`config.mk`:
```
export PLATFORM = sky130hd
export DESIGN_NAME = xu_exec
export DESIGN_NICKNAME = d
export VERILOG_FILES = /design/src/rtl/xu_pkg.sv /design/src/rtl/xu_decode.sv /design/src/rtl/xu_merge.sv /design/src/rtl/xu_mul.sv /design/src/rtl/xu_exec.sv
export SDC_FILE = /design/constraint.sdc
export NUM_CORES = 2
export LEC_CHECK = 0
export BUFFER_PORTS_ARGS = -buffer_cell sky130_fd_sc_hd__buf_2
export CORE_MARGIN = 4
export CORE_UTILIZATION = 55
export CTS_CLUSTER_SIZE = 8
export DETAILED_ROUTE_END_ITERATION = 12
export HOLD_SLACK_MARGIN = 0.06
export PLACE_DENSITY_LB_ADDON = 0.1
export SYNTH_ARGS = -nofsm -noshare
export SYNTH_HDL_FRONTEND = slang
export SYNTH_SLANG_ARGS = --single-unit
```
`constraint.sdc`:
```
create_clock -name clk -period 1 [get_ports clk]
set_input_delay 0 -clock clk [delete_from_list [all_inputs] [get_ports clk]]
set_output_delay 0 -clock clk [all_outputs]
set_load 0.01 [all_outputs]
```
`src/rtl/xu_pkg.sv`:
```
package xu_pkg;
  typedef enum logic [2:0] {
    OP_MOVE = 3'd0,
    OP_ADDI = 3'd1,
    OP_ADDQ = 3'd2,
    OP_ADD  = 3'd3,
    OP_MULU = 3'd4,
    OP_MULS = 3'd5
  } op_e;

  typedef enum logic [1:0] {
    DK_DATA = 2'd0,
    DK_ADDR = 2'd1,
    DK_EA   = 2'd2
  } dkind_e;

  typedef enum logic [1:0] {
    AS_PASS = 2'd0,
    AS_OPB  = 2'd1,
    AS_QUICK = 2'd2,
    AS_MUL  = 2'd3
  } asel_e;

  localparam logic [1:0] SZ_BYTE = 2'b00;
  localparam logic [1:0] SZ_WORD = 2'b01;
  localparam logic [1:0] SZ_LONG = 2'b10;
endpackage

```
`src/rtl/xu_decode.sv`:
```
module xu_decode
  import xu_pkg::*;
(
  input  logic       valid,
  input  logic [2:0] op,
  input  logic [1:0] size,
  input  logic [2:0] regfld,
  input  logic [2:0] opmode,
  input  logic [2:0] ext_lo_reg,
  input  logic       ext_hi_en,
  input  logic [2:0] ext_hi_reg,
  output logic       legal,
  output logic [1:0] msz,
  output dkind_e     kind,
  output logic [2:0] dreg,
  output logic       old_is_b,
  output asel_e      asel,
  output logic [3:0] quick,
  output logic       flag_en,
  output logic       mul_signed,
  output logic       mul_long,
  output logic       hi_we,
  output logic [2:0] hi_reg,
  output logic [2:0] ext_len
);
  always_comb begin
    legal      = 1'b1;
    msz        = opmode[1:0];
    kind       = DK_EA;
    dreg       = 3'd0;
    old_is_b   = 1'b0;
    asel       = AS_PASS;
    flag_en    = 1'b0;
    mul_signed = 1'b0;
    mul_long   = 1'b0;
    hi_we      = 1'b0;
    hi_reg     = ext_hi_reg;
    ext_len    = 3'd0;
    quick      = (regfld == 3'd0) ? 4'd8 : {1'b0, regfld};
    unique case (op)
      OP_MOVE: begin
        msz      = size;
        old_is_b = 1'b1;
        flag_en  = valid;
      end
      OP_ADDI: asel = AS_OPB;
      OP_ADDQ: asel = AS_QUICK;
      OP_ADD: begin
        asel = AS_OPB;
        if (opmode[1:0] == 2'b11) begin
          kind     = DK_ADDR;
          dreg     = regfld;
          old_is_b = 1'b1;
          msz      = opmode[2] ? SZ_LONG : SZ_WORD;
        end else if (!opmode[2]) begin
          kind     = DK_DATA;
          dreg     = regfld;
          old_is_b = 1'b1;
        end
      end
      OP_MULU, OP_MULS: begin
        asel       = AS_MUL;
        msz        = SZ_LONG;
        kind       = DK_DATA;
        mul_signed = (op == OP_MULS);
        mul_long   = (size == SZ_LONG);
        dreg       = mul_long ? ext_lo_reg : regfld;
        hi_we      = mul_long && ext_hi_en && valid;
        ext_len    = mul_long ? 3'd2 : 3'd0;
      end
      default: legal = 1'b0;
    endcase
  end
endmodule

```
`src/rtl/xu_merge.sv`:
```
module xu_merge
  import xu_pkg::*;
#(
  parameter int DW = 32
) (
  input  logic [1:0]    msz,
  input  logic [DW-1:0] new_val,
  input  logic [DW-1:0] old_val,
  output logic [DW-1:0] merged
);
  localparam int LANES = DW / 8;

  for (genvar i = 0; i < LANES; i++) begin : g_lane
    logic take_new;
    always_comb begin
      take_new = (i == 0) || msz[1] || ((i == 1) && (msz == SZ_WORD));
      merged[8*i +: 8] = take_new ? new_val[8*i +: 8] : old_val[8*i +: 8];
    end
  end
endmodule

```
`src/rtl/xu_mul.sv`:
```
module xu_mul #(
  parameter int DW = 32
) (
  input  logic [DW-1:0]   a,
  input  logic [DW-1:0]   b,
  input  logic            is_signed,
  input  logic            is_long,
  output logic [2*DW-1:0] prod
);
  localparam int HW = 16;

  logic [DW-1:0]   a_w, b_w;
  logic [2*DW-1:0] a_x, b_x;

  always_comb begin
    if (is_long) begin
      a_w = a;
      b_w = b;
    end else begin
      a_w = {{(DW-HW){is_signed & a[HW-1]}}, a[HW-1:0]};
      b_w = {{(DW-HW){is_signed & b[HW-1]}}, b[HW-1:0]};
    end
    a_x  = {{DW{is_signed & a_w[DW-1]}}, a_w};
    b_x  = {{DW{is_signed & b_w[DW-1]}}, b_w};
    prod = a_x * b_x;
  end
endmodule

```
`src/rtl/xu_exec.sv`:
```
module xu_exec
  import xu_pkg::*;
#(
  parameter int DW = 32
) (
  input  logic          clk,
  input  logic          rst_n,
  input  logic          in_valid,
  input  logic [2:0]    in_op,
  input  logic [1:0]    in_size,
  input  logic [2:0]    in_regfld,
  input  logic [2:0]    in_opmode,
  input  logic [2:0]    in_ext_lo_reg,
  input  logic          in_ext_hi_en,
  input  logic [2:0]    in_ext_hi_reg,
  input  logic [DW-1:0] in_opa,
  input  logic [DW-1:0] in_opb,
  output logic          out_valid,
  output logic [DW-1:0] out_res,
  output logic [1:0]    out_kind,
  output logic [2:0]    out_reg,
  output logic [2:0]    out_ext_len,
  output logic          out_hi_we,
  output logic [2:0]    out_hi_reg,
  output logic [DW-1:0] out_hi,
  output logic          flag_n,
  output logic          flag_z,
  output logic          flag_v,
  output logic          flag_c
);
  logic          legal, old_is_b, flag_en, mul_signed, mul_long, hi_we;
  logic [1:0]    msz;
  dkind_e        kind;
  asel_e         asel;
  logic [2:0]    dreg, hi_reg, ext_len;
  logic [3:0]    quick;
  logic [2*DW-1:0] prod;
  logic [DW-1:0] raw, old_val, merged;
  logic          accept, nxt_n, nxt_z;

  xu_decode u_dec (
    .valid(in_valid), .op(in_op), .size(in_size), .regfld(in_regfld),
    .opmode(in_opmode), .ext_lo_reg(in_ext_lo_reg), .ext_hi_en(in_ext_hi_en),
    .ext_hi_reg(in_ext_hi_reg), .legal(legal), .msz(msz), .kind(kind),
    .dreg(dreg), .old_is_b(old_is_b), .asel(asel), .quick(quick),
    .flag_en(flag_en), .mul_signed(mul_signed), .mul_long(mul_long),
    .hi_we(hi_we), .hi_reg(hi_reg), .ext_len(ext_len)
  );

  xu_mul #(.DW(DW)) u_mul (
    .a(in_opa), .b(in_opb), .is_signed(mul_signed), .is_long(mul_long),
    .prod(prod)
  );

  always_comb begin
    unique case (asel)
      AS_OPB:   raw = in_opa + in_opb;
      AS_QUICK: raw = in_opa + DW'(quick);
      AS_MUL:   raw = prod[DW-1:0];
      default:  raw = in_opa;
    endcase
    old_val = old_is_b ? in_opb : in_opa;
  end

  xu_merge #(.DW(DW)) u_merge (
    .msz(msz), .new_val(raw), .old_val(old_val), .merged(merged)
  );

  // flag next state for a move, evaluated at the move's size
  always_comb begin
    unique case (msz)
      SZ_BYTE: begin nxt_n = in_opa[7];    nxt_z = (in_opa[7:0] == 8'd0);   end
      SZ_WORD: begin nxt_n = in_opa[15];   nxt_z = (in_opa[15:0] == 16'd0); end
      default: begin nxt_n = in_opa[DW-1]; nxt_z = (in_opa == '0);          end
    endcase
  end

  assign accept = in_valid && legal;

  always_ff @(posedge clk or negedge rst_n) begin
    if (!rst_n) begin
      out_valid <= 1'b0;
      out_hi_we <= 1'b0;
    end else begin
      out_valid <= accept;
      out_hi_we <= accept && hi_we;
    end
  end

  always_ff @(posedge clk) begin
    if (accept) begin
      out_res     <= merged;
      out_kind    <= kind;
      out_reg     <= dreg;
      out_ext_len <= ext_len;
      out_hi_reg  <= hi_reg;
      out_hi      <= prod[2*DW-1:DW];
    end
  end

  always_ff @(posedge clk or negedge rst_n) begin
    if (!rst_n) begin
      flag_n <= 1'b0;
      flag_z <= 1'b0;
      flag_v <= 1'b0;
      flag_c <= 1'b0;
    end else if (accept && flag_en) begin
      flag_n <= nxt_n;
      flag_z <= nxt_z;
      flag_v <= 1'b0;
      flag_c <= 1'b0;
    end
  end

  // accepted operation produces a result one clock later
  a_r1_one_cycle: assert property (@(posedge clk) disable iff (!rst_n)
    (in_valid && in_op <= 3'd5) |=> out_valid);
  a_r1_illegal_quiet: assert property (@(posedge clk) disable iff (!rst_n)
    (!in_valid || in_op > 3'd5) |=> !out_valid);
  // a move clears overflow and carry
  a_r3_move_vc: assert property (@(posedge clk) disable iff (!rst_n)
    (in_valid && in_op == 3'd0) |=> (!flag_v && !flag_c));
  // flags hold across non-move cycles
  a_r4_flags_hold: assert property (@(posedge clk) disable iff (!rst_n)
    !(in_valid && in_op == 3'd0) |=> $stable({flag_n, flag_z, flag_v, flag_c}));
  // byte quick add keeps the upper destination bits
  a_r2_byte_keep: assert property (@(posedge clk) disable iff (!rst_n)
    (in_valid && in_op == 3'd2 && in_opmode[1:0] == 2'b00)
      |=> out_res[DW-1:8] == $past(in_opa[DW-1:8]));
  // quick add at long size always changes the operand
  a_r6_quick_nonzero: assert property (@(posedge clk) disable iff (!rst_n)
    (in_valid && in_op == 3'd2 && in_opmode[1:0] == 2'b10)
      |=> out_res != $past(in_opa));
  // second write only for long multiply with the request bit
  a_r10_hi_only_long: assert property (@(posedge clk) disable iff (!rst_n)
    (in_valid && !(in_op[2:1] == 2'b10 && in_size == 2'b10 && in_ext_hi_en))
      |=> !out_hi_we);
  a_r10_len: assert property (@(posedge clk) disable iff (!rst_n)
    (in_valid && in_op[2:1] == 2'b10 && in_size == 2'b10) |=> out_ext_len == 3'd2);
endmodule

```
==> impl_metrics.py <==
metrics = {
    "power_and_ir_drop": {
        "p_leak_nw": 27.5,
        "combPwrFrac_pct": 95.4,
        "power.switching_fraction_pct": 50.7,
        "intPower_mw": 105,
        "peakVddDrop_v": 0.00738,
        "clock_power_share_pct": 1.9,
        "p_per_area_nw_per_um2": 3770,
        "p_switching_mw": 108,
        "power_frac_seq_pct": 2.7,
    },
    "floorplanning": {
        "fp.coreArea_sq_um": 77500,
        "die-area_sq_um": 82800,
        "die_h_um": 288,
        "fp.dieW_um": 288,
        "initial_core_util_pct": 55.6,
        "rows": 102,
        "io_pins": 166,
    },
    "synthesis": {
        "synth.most_common_cell": "fa_1",
        "async_reset_ff_share_pct": 5.19,
        "synth_area_leaders": "fa_1 52%, inv_1 9.3%, nand2_1 7.2%",
        "syn_area_sq_um": 43000,
        "synthCells": 4714,
        "ys_ff_latch": 77,
        "yosys_most_used_dff": "edfxtp_1",
        "yosysTopAreaCellShare_pct": 52.4,
        "yosysSeqAreaShare_pct": 5.32,
        "synth_edf_count": 73,
        "synth_common_cells": "1,126 x fa_1, 1,070 x inv_1, 821 x nand2_1",
        "synth_area_per_cell_sq_um": 9.13,
        "synth_cell_types": 86,
        "post-synth-top-area-cell": "fa_1",
        "yosysWarnings": 0,
    },
    "global_route": {
        "grt_usage_pct": 35.8,
        "grt_overflow": 0,
        "grt_pass1_wl_mm": 224,
        "grt_max_degree": 36,
        "grt_pass1_vias": 39817,
        "antenna_found_initial": 11,
    },
    "flow_run": {
        "drv_cap": 0,
    },
    "critical_path": {
        "cp-endpoint": "out_hi[28]",
        "end_kind": "flop",
        "worstPathArrival_ns": 8.19,
        "required_ns": 1.17,
        "timing.rr.start": "flag_n",
        "path_class": "in2reg",
        "critPathLaunchType": "input pin",
        "reg2reg_slack_ns": 0.29,
        "startpoint": "in_size[0]",
        "timing.rr.end": "flag_n",
        "worst-path-max-fanout": 12,
        "worst_path_largest_cell_delay_ns": 0.58,
        "rr_worst_depth": 1,
        "crit_slowest_cell": "fa_2",
    },
    "layout": {
        "area_growth_syn_to_layout_pct": 30.7,
        "drive_gt1_share_pct": 27.7,
        "nets": 7020,
        "finish.cell_count_without_fillers": 6616,
        "utilization_pct": 72.6,
        "largest_reg_flops": 35,
    },
    "timing": {
        "worstMarginPinSlew_ns": 0.950,
        "slew_headroom_pct": 35.1,
        "setup_viol": 75,
        "finalHoldViolCount": 0,
        "final_max_slew_viol_count": 0,
        "min_period_ns": 8.02,
        "finalWorstSetupSlack_ns": -7.02,
        "fin_tns_setup_ns": -361.00,
        "rsz0062_at_grt": "true",
        "finClkSkew_ns": 0,
        "fin_crit_sh_pct": 802,
        "maxClockFrequency_ghz": 0.125,
    },
    "route": {
        "vias": 36136,
        "via_per_inst": 5.46,
        "antenna_left": 0,
        "finalWirelength_mm": 146,
        "firstDrtPassIters": 6,
        "drt-wirelength-per-cell_um": 22.1,
        "drc": 0,
        "initialDrtViolationCount": 2475,
    },
    "hold_path": {
        "hp-class": "in2reg",
        "min-delay-start": "in_opa[5]",
        "whs_path_depth": 3,
    },
    "cts": {
        "numCtsBuffers": 9,
        "clockRootBuffer": "clkbuf_16",
        "clkTransAtPathRegs_ns": 0.08,
        "cts_sinks": 77,
        "cts_tree": "built",
        "htree_levels": 3,
        "worst_skew_pair.late_latency_ns": 0.42,
        "clk_path_buf_depth": 2,
    },
    "placement": {
        "gp_congestion": 0.978,
        "dp_slack_ns": -8.06,
        "hpwl_mm": 118,
        "portBuffers": 161,
        "placed_cells": 6449,
    },
    "run_status": {
        "violations": "setup timing",
        "outcome": "finished, violations left",
    },
}
worst min path at each step:
stage | endpoint | slack (ns)
floorplan | flag_n | -0.30
global placement | out_hi_we | -0.18
detailed placement | out_hi_we | -0.18
CTS | out_res[18] | 0.08
global route | out_res[5] | 0.08
finish | out_res[5] | 0.08
layout by cell type, fill, tap and decap left out, types with 62 or more instances in the layout:
master    instances
fa_1           1079
inv_1          1016
nand2_1         797
buf_4           712
and2_1          212
ha_1            184
nor2_1          152
buf_2           140
buf_6           111
buf_12          106
edfxtp_1         73
a21oi_1          62
stage by stage:
| stage | hold slack [ns] | cell area, sq um | power (mW) |
|---|---|---|---|
| 3_5_place_dp | -0.177 | 51800 | 153 |
| 5_1_grt | 0.0840 | 56300 | 224 |
| 3_3_place_gp | -0.184 | 51800 | 150 |
| 6_report | 0.0792 | 56300 | 212 |
| 2_1_floorplan | -0.296 | 44300 | 89.5 |
| 4_1_cts | 0.0819 | 54200 | 182 |
critical path: cells and delay by family:
kind                       cells  cell delay (ns)
and+or+nand+nor                4             0.53
adders and majority gates      9             4.43
buffers and inverters         12             1.37
xor gates and xnor gates       1             0.12
AOI/OAI and AO/OA              6             1.69
what timing repair did:
action,CTS,global route
endpoints found under the hold margin,13,0
pin swaps,120,188
gates resized for setup,276,320
setup endpoints to repair,78,79
setup buffers,55,73
cloned,8,7
hold buffers,14,0
area by class of cell:
type | instances | area, sq um
antenna | 8 | 20.0
clock buffer | 9 | 225
clock inverter | 7 | 88.8
fill | 5821 | 21200
inverter | 1073 | 4040
multi-input combinational | 3299 | 38300
sequential | 77 | 2290
tap | 1040 | 1300
timing repair buffer | 1102 | 9970
timing repair inverter | 1 | 3.75
power groups by stage:
stage | logic [mW] | registers [mW] | clock network [mW]
final | 203 | 5.67 | 4.05
after CTS | 173 | 5.67 | 4.14
after global placement | 144 | 5.72 | 0
after floorplan | 83.3 | 6.20 | 0
after global routing | 214 | 5.71 | 4.26
after detailed placement | 147 | 5.73 | 0
kinds of logic (layout without fill, tap and decap cells):
logic type                 Yosys count  after routing  share of synthesized area [%]
xor gates and xnor gates           101            101                           2.05
other                                1             12                        0.00871
adders and majority gates         1372           1372                           59.5
AOI/OAI and AO/OA                  446            447                           7.07
buffers and inverters             1342           2192                           11.7
muxes                                8              8                          0.198
and+or+nand+nor                   1367           1367                           14.1
DFF                                 77             77                           5.32
routing by layer:
metal	vias up	global-route usage [%]	part of all wire, %
met4	4	21.6	8.4
met3	495	5.84	6.8
met1	18517	43.5	36
met2	1438	60.2	48
li1	15682	-	-
met5	-	0	0.023
Power figures use the tool's default switching activity.
